### src/rtl/kwd_pkg.sv
package kwd_pkg;
   localparam int KEY_W = 5;
   localparam int WIN_W = 2;

   typedef struct packed {
      logic [WIN_W-1:0] win;
      logic             mon;
      logic [KEY_W-1:0] key;
   } svc_word_t;

   localparam logic [WIN_W-1:0] WIN_RESET = 2'b11;
endpackage

### src/rtl/kwd_cfg.sv
module kwd_cfg
   import kwd_pkg::*;
#(
   parameter logic [KEY_W-1:0] KEY = 5'b01100
) (
   input  logic             clk,
   input  logic             rst_n,
   input  logic             svc_i,
   input  svc_word_t        word_i,
   output logic             locked_o,
   output logic [WIN_W-1:0] win_o,
   output logic             mon_o,
   output logic             svc_bad_o
);
   logic             locked_q;
   logic [WIN_W-1:0] win_q;
   logic             mon_q;
   logic             key_ok;
   logic             fields_ok;

   assign key_ok    = (word_i.key == KEY);
   assign fields_ok = (word_i.win == win_q) && (word_i.mon == mon_q);
   assign svc_bad_o = svc_i && !(key_ok && (!locked_q || fields_ok));

   always_ff @(posedge clk or negedge rst_n) begin
      if (!rst_n) begin
         locked_q <= 1'b0;
         win_q    <= WIN_RESET;
         mon_q    <= 1'b1;
      end else if (svc_i && !locked_q && key_ok) begin
         locked_q <= 1'b1;
         win_q    <= word_i.win;
         mon_q    <= word_i.mon;
      end
   end

   assign locked_o = locked_q;
   assign win_o    = win_q;
   assign mon_o    = mon_q;
endmodule

### src/rtl/kwd_timer.sv
module kwd_timer
   import kwd_pkg::*;
#(
   parameter int BASE_LIM = 8192,
   parameter int LOW_LIM  = 2048,
   parameter int CNT_W    = 17
) (
   input  logic             clk,
   input  logic             rst_n,
   input  logic             tick_i,
   input  logic             run_i,
   input  logic             restart_i,
   input  logic             svc_i,
   input  logic             locked_i,
   input  logic [WIN_W-1:0] win_i,
   output logic [CNT_W-1:0] cnt_o,
   output logic [CNT_W-1:0] lim_o,
   output logic             early_o,
   output logic             tmo_o
);
   logic [CNT_W-1:0] cnt_q;
   logic [CNT_W-1:0] lim;
   logic             step;

   assign lim     = CNT_W'(BASE_LIM) << win_i;
   assign step    = run_i && tick_i;
   assign early_o = svc_i && locked_i && (cnt_q < CNT_W'(LOW_LIM));
   assign tmo_o   = step && !restart_i && (cnt_q == lim - CNT_W'(1));

   always_ff @(posedge clk or negedge rst_n) begin
      if (!rst_n)                 cnt_q <= '0;
      else if (restart_i || tmo_o) cnt_q <= '0;
      else if (step)              cnt_q <= cnt_q + CNT_W'(1);
   end

   assign cnt_o = cnt_q;
   assign lim_o = lim;
endmodule

### src/rtl/kwd_clkmon.sv
module kwd_clkmon #(
   parameter int SYNC_STAGES = 2
) (
   input  logic clk,
   input  logic rst_n,
   input  logic fail_i,
   input  logic en_i,
   output logic hit_o
);
   logic fail_s;
   logic fail_d;

   generate
      if (SYNC_STAGES == 0) begin : g_direct
         assign fail_s = fail_i;
      end else begin : g_sync
         logic [SYNC_STAGES-1:0] sh_q;
         always_ff @(posedge clk or negedge rst_n) begin
            if (!rst_n) sh_q <= '0;
            else        sh_q <= {sh_q[SYNC_STAGES-2+((SYNC_STAGES>1)?0:1):0], fail_i};
         end
         assign fail_s = sh_q[SYNC_STAGES-1];
      end
   endgenerate

   always_ff @(posedge clk or negedge rst_n) begin
      if (!rst_n) fail_d <= 1'b0;
      else        fail_d <= fail_s;
   end

   assign hit_o = en_i && fail_s && !fail_d;
endmodule

### src/rtl/kwd_guard.sv
module kwd_guard
   import kwd_pkg::*;
#(
   parameter int               BASE_LIM    = 8192,
   parameter int               LOW_LIM     = 2048,
   parameter int               SYNC_STAGES = 2,
   parameter logic [KEY_W-1:0] KEY         = 5'b01100
) (
   input  logic       clk,
   input  logic       rst_n,
   input  logic       tick_i,
   input  logic       halt_i,
   input  logic       idle_i,
   input  logic       wr_en_i,
   input  logic [7:0] wr_data_i,
   output logic [7:0] rd_data_o,
   input  logic       clk_fail_i,
   output logic       wd_err_n_o
);
   localparam int CNT_W = $clog2(BASE_LIM) + 4;

   initial begin
      assert (LOW_LIM > 0 && LOW_LIM < BASE_LIM)
         else $error("kwd_guard: LOW_LIM must lie in 1..BASE_LIM-1");
      assert (SYNC_STAGES >= 0 && SYNC_STAGES <= 4)
         else $error("kwd_guard: SYNC_STAGES must lie in 0..4");
   end

   svc_word_t        word;
   logic             locked_w;
   logic [WIN_W-1:0] win_w;
   logic             mon_w;
   logic             svc_bad;
   logic             early;
   logic             tmo;
   logic             cm_hit;
   logic [CNT_W-1:0] cnt_w;
   logic [CNT_W-1:0] lim_w;
   logic             idle_q;
   logic             idle_exit;
   logic             err_n_q;

   assign word      = svc_word_t'(wr_data_i);
   assign idle_exit = idle_q && !idle_i;

   kwd_cfg #(.KEY(KEY)) cfg_i (
      .clk      (clk),
      .rst_n    (rst_n),
      .svc_i    (wr_en_i),
      .word_i   (word),
      .locked_o (locked_w),
      .win_o    (win_w),
      .mon_o    (mon_w),
      .svc_bad_o(svc_bad)
   );

   kwd_timer #(.BASE_LIM(BASE_LIM), .LOW_LIM(LOW_LIM), .CNT_W(CNT_W)) tmr_i (
      .clk      (clk),
      .rst_n    (rst_n),
      .tick_i   (tick_i),
      .run_i    (!halt_i && !idle_i),
      .restart_i(wr_en_i || idle_exit),
      .svc_i    (wr_en_i),
      .locked_i (locked_w),
      .win_i    (win_w),
      .cnt_o    (cnt_w),
      .lim_o    (lim_w),
      .early_o  (early),
      .tmo_o    (tmo)
   );

   kwd_clkmon #(.SYNC_STAGES(SYNC_STAGES)) cm_i (
      .clk   (clk),
      .rst_n (rst_n),
      .fail_i(clk_fail_i),
      .en_i  (mon_w),
      .hit_o (cm_hit)
   );

   always_ff @(posedge clk or negedge rst_n) begin
      if (!rst_n) begin
         idle_q  <= 1'b0;
         err_n_q <= 1'b1;
      end else begin
         idle_q  <= idle_i;
         err_n_q <= !(svc_bad || early || tmo || cm_hit);
      end
   end

   assign wd_err_n_o = err_n_q;
   assign rd_data_o  = {win_w, mon_w, {KEY_W{1'b0}}};
endmodule

### config.mk
export PLATFORM = sky130hd
export DESIGN_NAME = kwd_guard
export DESIGN_NICKNAME = d
export VERILOG_FILES = /design/src/rtl/kwd_pkg.sv /design/src/rtl/kwd_cfg.sv /design/src/rtl/kwd_timer.sv /design/src/rtl/kwd_clkmon.sv /design/src/rtl/kwd_guard.sv
export SDC_FILE = /design/constraint.sdc
export NUM_CORES = 1
export LEC_CHECK = 0
export CAP_MARGIN = 20
export CORE_AREA = 2 2 54 56
export CTS_BUF_LIST = sky130_fd_sc_hd__clkbuf_8
export DETAILED_ROUTE_END_ITERATION = 6
export DIE_AREA = 0 0 56 58
export GPL_ROUTABILITY_DRIVEN = 0
export GPL_TIMING_DRIVEN = 0
export PLACE_DENSITY = 0.87
export SLEW_MARGIN = 15
export SYNTH_ARGS = -nofsm -noshare
export SYNTH_HDL_FRONTEND = slang
export SYNTH_SLANG_ARGS = --single-unit
### constraint.sdc
create_clock -name clk -period 3.65 [get_ports clk]
set_input_delay 0.5475 -clock clk [delete_from_list [all_inputs] [get_ports clk]]
set_output_delay 0.5475 -clock clk [all_outputs]
set_load 0.005 [all_outputs]
==> impl_metrics.tcl, run 1 <==
set metrics [dict create \
    fillers 221 \
    yosys_warnings 0 \
    criticalPathCategory "in2reg" \
    slew_headroom_pct 62.7 \
    ys_seq_area_share_pct 47.1 \
    grt_overflow 0 \
    antenna_left 0 \
    cts-hold-fix-buffers 0 \
    p_per_area_nw_per_um2 378 \
    dr.pass1.iters 4 \
    setup_tns_ps 0 \
    ys_seq_elements 26 \
    wirelength_microns 2670 \
    dr_total_vias 1066 \
    clkSinkCount 26 \
    maxCapViolCount 0 \
    fin_crit_ps 2260 \
    timing.critical_path.cells "clkdlybuf4s50_1 > inv_1 > a21o_1 > buf_6 > or3_4 > nor3b_4 > buf_6 > nor3_1" \
    syn_area_sq_um 1390 \
    drc 0 \
    rows 19 \
    place_hpwl_microns 1990 \
    r2r-end "tmr_i.cnt_o[6]$_DFFE_PN0P_" \
    tightest_slew_ps 559 \
    cts_tree "built" \
    grt_pass1_vias 1105 \
    crit_fanout 10 \
    clk_latency_ps 270 \
    skew_ps 2.37 \
    syn_avg_cell_area_sq_um 10.4 \
    grtUsageTotal_pct 18.8 \
    synth.distinct_cells 38 \
    cts_resized 0 \
    clk_pin_slew_ps 90 \
    antenna_found_initial 0 \
    p_total_uw 640 \
    cp_data_required_time_ps 3790 \
    ctsRootBufferMaster "clkbuf_8" \
    start_util_pct 52.3 \
    synth.area.top_cells "dfrtp_1, dfstp_2, nor3_1" \
    yosysTopAreaCell "dfrtp_1" \
    finalHoldViolations 0 \
    peakVddDrop_uv 312 \
    n_antenna_cell 0 \
    drt-wirelength-per-cell_microns 14.0 \
    status "finished clean" \
    max_stage_delay_ps 490 \
    syn_inst 134 \
    setup_ws_ps 1390 \
    io_pins 24 \
    crit_top_cell "buf_6" \
    synth_top_cells_by_count "dfrtp_1, nor3_1, xor2_1" \
    cts_max_path_buffers 2 \
    min_path_type "in2async" \
    routed_via_density 5.58 \
    drive_above_1_share_pct 15.0 \
    core_area_sq_um 2660 \
    area_growth_pct 21.6 \
    fmax_mhz 442 \
    final_max_slew_viol_count 0 \
    end_kind "flop" \
    finalNetCount 177 \
    post_cts_buffers 0 \
    regToRegSetupSlack_ps 1740 \
    synth-async-reset-ratio_pct 100 \
    die_w_microns 56 \
    post-route-period-util_pct 61.9 \
    synth_edf_count 0 \
    p_leak_uw 0.000731 \
    post-route-util_pct 63.6 \
    synth.top_cell.area_share_pct 39.5 \
    setup-violations-final 0 \
    multiInputGateArea_sq_um 657 \
    start_kind "input port" \
    dr.first_iter.drc_count 17 \
    critPathSlowestCell "clkdlybuf4s50_1" \
    yosysMostFrequentCell "dfrtp_1" \
    reg2regPathDepth 6 \
    numCtsBuffers 3 \
    rr_startpoint "tmr_i.cnt_o[0]$_DFFE_PN0P_" \
    io_buffers 18 \
    die_y_microns 58 \
    seq_area_sq_um 656 \
    grt_max_degree 27 \
    grt_pass1_wl_microns 4780 \
    ys.flop_type "dfrtp_1" \
    grt_setup_unrepaired "no" \
    arrival_ps 2400 \
    die_area_sq_um 3250 \
    dpl_worst_slack_ps 1100 \
    htree_levels 1 \
]
## cells by family after synthesis
group | count (synthesis) | synth area share (%)
adder cells (fa/ha/maj) | 1 | 0.898
XOR/XNOR | 17 | 10.7
AND/OR/NAND/NOR | 59 | 25.3
multiplexers | 4 | 3.14
other | 1 | 0.269
buffers and inverters | 15 | 6.83
AO/OA/AOI/OAI | 11 | 5.75
flip-flops | 26 | 47.1
## worst max-delay path by stage
stage	cells past startpoint	from	slack [ps]	to
5_1_grt	8	idle_i	1300	tmr_i.cnt_o[7]$_DFFE_PN0P_
3_5_place_dp	8	idle_i	1100	tmr_i.cnt_o[6]$_DFFE_PN0P_
3_3_place_gp	8	idle_i	1150	tmr_i.cnt_o[6]$_DFFE_PN0P_
6_report	8	idle_i	1390	tmr_i.cnt_o[6]$_DFFE_PN0P_
4_1_cts	8	idle_i	1370	tmr_i.cnt_o[6]$_DFFE_PN0P_
2_1_floorplan	7	idle_i	1810	tmr_i.cnt_o[10]$_DFFE_PN0P_
## flip-flops by register name, indices dropped and copies added, names as in the netlist
name              cells
cfg_i.locked_o        1
cfg_i.mon_o           1
cfg_i.win_o           2
cm_i.fail_d           1
cm_i.g_sync.sh_q      2
idle_q                1
tmr_i.cnt_o          17
wd_err_n_o            1
## stage by stage
stage          hold slack [ps]  instances  instance area [sq um]
3_3_place_gp               333        187                   1630
5_1_grt                    316        191                   1690
6_report                   260        191                   1690
3_5_place_dp               336        187                   1630
2_1_floorplan              252        138                   1410
4_1_cts                    356        191                   1700
## area by class of cell
class                   count  area share, %
inverters                   5           1.11
repair buffers             18           10.3
multi-input cells          97           38.8
well taps                  31           2.29
clock buffers               3           2.44
plain buffers              10           4.51
flip-flops and latches     26           38.7
clock inverters             1           1.77
## layout by cell type (no fill, tap or decap), types with 3 or more instances in the layout
cell type        synthesis  final
dfstp_2                  4      4
conb_1                   1      5
xnor2_1                  7      7
nor3_1                  18     18
nand4_1                  3      3
clkbuf_8                 0      3
clkdlybuf4s50_1          0     17
and4_1                   4      4
buf_4                    6      6
xor2_1                  10     10
inv_1                    5      5
mux2_2                   3      3
nand2_1                  7      7
nor2_1                   5      5
nor3b_1                  3      3
dfrtp_1                 22     22
nand3_1                  5      5
and3_1                   4      4
## worst max-delay path, delay by kind of cell
| family | cells | cell delay (ps) |
|---|---|---|
| AO/OA/AOI/OAI | 1 | 190 |
| buffers and inverters | 4 | 890 |
| AND/OR/NAND/NOR | 3 | 780 |
## routing by layer
| metal | share of wire (%) | GRT usage (%) | vias up | wire (microns) |
|---|---|---|---|---|
| met5 | 0 | 0 | - | 0 |
| met4 | 1.5 | 7.82 | 0 | 39 |
| met3 | 5.5 | 4.24 | 6 | 148 |
| met2 | 52 | 33.9 | 37 | 1400 |
| met1 | 41 | 21.6 | 503 | 1080 |
| li1 | - | - | 520 | - |
## power by group
group          switching (uW)  internal (uW)
clock network            88.4            147
logic                    34.9           49.7
registers                14.0            306
Power figures use the tool's default switching activity.
==> inputs of run 2 (changes only) <==
clock period = 2.2 ns   (was 3.65 ns; I/O delays follow)
==> results of run 2 <==
The final DEF is identical to that of run 1. Status: finished clean.
Among the figures that moved: setup slack after placement 1100 ps -> -131 ps; setup slack after layout 1390 ps -> 156 ps; hold slack 260 ps -> 42.2 ps; register-to-register setup slack 1740 ps -> 290 ps; total power 640 uW -> 1060 uW; worst IR drop on VDD 312 uV -> 517 uV
==> inputs of run 3 (changes only) <==
CORE_AREA = 2 2 63 65   (was 2 2 54 56)
DIE_AREA = 0 0 65 67   (was 0 0 56 58)
GPL_TIMING_DRIVEN = not set   (was 0)
PLACE_DENSITY = 0.69   (was 0.87)
==> impl_metrics.tcl, run 3 (synthesis results as in run 1) <==
set metrics [dict create \
    status "finished clean" \
    cts_max_path_buffers 2 \
    start_util_pct 38.6 \
    fmax_mhz 539 \
    skew_ps 3.60 \
    final_common_cell "dfrtp_1" \
    postPlaceCellArea_sq_um 1610 \
    regToRegSetupSlack_ps 420 \
    place_hpwl_microns 2010 \
    grt_overflow 0 \
    final_cells 202 \
    combPwrFrac_pct 12.3 \
    rows 22 \
    routed_via_density 5.22 \
    cts_resized 0 \
    die_area_sq_um 4360 \
    area_growth_pct 21.0 \
    final_max_slew_viol_count 0 \
    p_sw_uw 242 \
    final_cell_mix "dfrtp_1, nor3_1, clkdlybuf4s50_1" \
    die_y_microns 67 \
    peakVddDrop_uv 223 \
    setup_ws_ps 345 \
    dr.pass1.iters 5 \
    swShare_pct 22.7 \
    post_cts_buffers 0 \
    grt_pass1_vias 1039 \
    setup_tns_ps 0 \
    largest_register_ffs 17 \
    io_pins 24 \
    grt_setup_unrepaired "no" \
    post-route-period-util_pct 84.3 \
    numCtsBuffers 3 \
    finalNetCount 171 \
    clkSinkCount 26 \
    maxCapViolCount 0 \
    p_leak_uw 0.000703 \
    antenna_found_initial 0 \
    drc 0 \
    crit_fanout 15 \
    dp.cells 198 \
    clk_latency_ps 280 \
    internal_power_uw 826 \
    start_kind "input port" \
    p_seq_share_pct 49.9 \
    cts-hold-fix-buffers 0 \
    path_buf_inv 3 \
    core_area_sq_um 3610 \
    n_antenna_cell 0 \
    post-route-util_pct 46.7 \
    htree_levels 1 \
    dr.first_iter.drc_count 36 \
    timing.critical_path.cells "clkdlybuf4s50_1 > nor3b_1 > buf_4 > and4_1 > nor3b_4 > buf_12 > nor3_1" \
    critPathSlowestCell "clkdlybuf4s50_1" \
    grtUsageTotal_pct 14.5 \
    io_buffers 18 \
    arrival_ps 2020 \
    max_stage_delay_ps 440 \
    clk_pin_slew_ps 90 \
    ctsRootBufferMaster "clkbuf_8" \
    cts_tree "built" \
    design_area_sq_um 1690 \
    criticalPathCategory "in2reg" \
    grt_pass1_wl_microns 4720 \
    drive_above_1_share_pct 11.7 \
    finalHoldViolations 0 \
    path_delay_family "buffers and inverters" \
    die_w_microns 65 \
    setup-violations-final 0 \
    grt_max_degree 27 \
    end_kind "flop" \
    min_path_type "reg2reg" \
    p_per_area_nw_per_um2 634 \
    antenna_left 0 \
    fin_crit_ps 1860 \
    dr_total_vias 1054 \
    dpl_worst_slack_ps 72.9 \
    p_clk_share_pct 37.8 \
    drt-wirelength-per-cell_microns 13.6 \
    cp_data_required_time_ps 2370 \
    wirelength_microns 2740 \
]
run 3: cell count changes in the layout (fill, tap and decap cells not counted):
cell             previous run  this run
buf_4                       6         3
buf_2                       2         0
buf_6                       2         0
buf_12                      0         1
clkbuf_1                    1         0
clkdlybuf4s50_1            17        18
run 3: final timing paths:
kind	depth (start not counted)	startpoint	end
setup / recovery	7	idle_i	tmr_i.cnt_o[13]$_DFFE_PN0P_
hold / removal	0	cm_i.g_sync.sh_q[0]$_DFF_PN0_	cm_i.g_sync.sh_q[1]$_DFF_PN0_
setup reg to reg	6	tmr_i.cnt_o[0]$_DFFE_PN0P_	tmr_i.cnt_o[13]$_DFFE_PN0P_
hold reg to reg	0	cm_i.g_sync.sh_q[0]$_DFF_PN0_	cm_i.g_sync.sh_q[1]$_DFF_PN0_
max in group asynchronous	2	rst_n	cfg_i.mon_o$_DFFE_PN1P_
min in group asynchronous	2	rst_n	tmr_i.cnt_o[10]$_DFFE_PN0P_
run 3: area by class of cell:
type	instances	area, sq um
inverter	5	18.8
multi-input combinational	97	657
clock inverter	1	30.0
clock buffer	3	41.3
timing repair buffer	22	223
sequential	26	656
tap	48	60.1
fill	328	1920
run 3: routing by layer:
metal,track usage [%],vias to the layer above,routed length [microns]
li1,-,506,-
met1,16.5,508,1140
met2,26.0,35,1400
met3,2.03,5,133
met4,7.98,0,65
met5,0,-,0
run 3: metrics by stage:
stage | power (uW) | hold WS, ps
floorplan | 609 | 34.4
global placement | 670 | 337
detailed placement | 675 | 339
CTS | 1080 | 360
global route | 1110 | 367
finish | 1070 | 356
run 3: power groups by stage:
stage | combinational, uW | clock, uW | sequential [uW]
2_1_floorplan | 71.0 | 0 | 538
3_3_place_gp | 129 | 0 | 541
3_5_place_dp | 132 | 0 | 543
4_1_cts | 134 | 412 | 533
5_1_grt | 146 | 427 | 538
6_report | 131 | 404 | 533
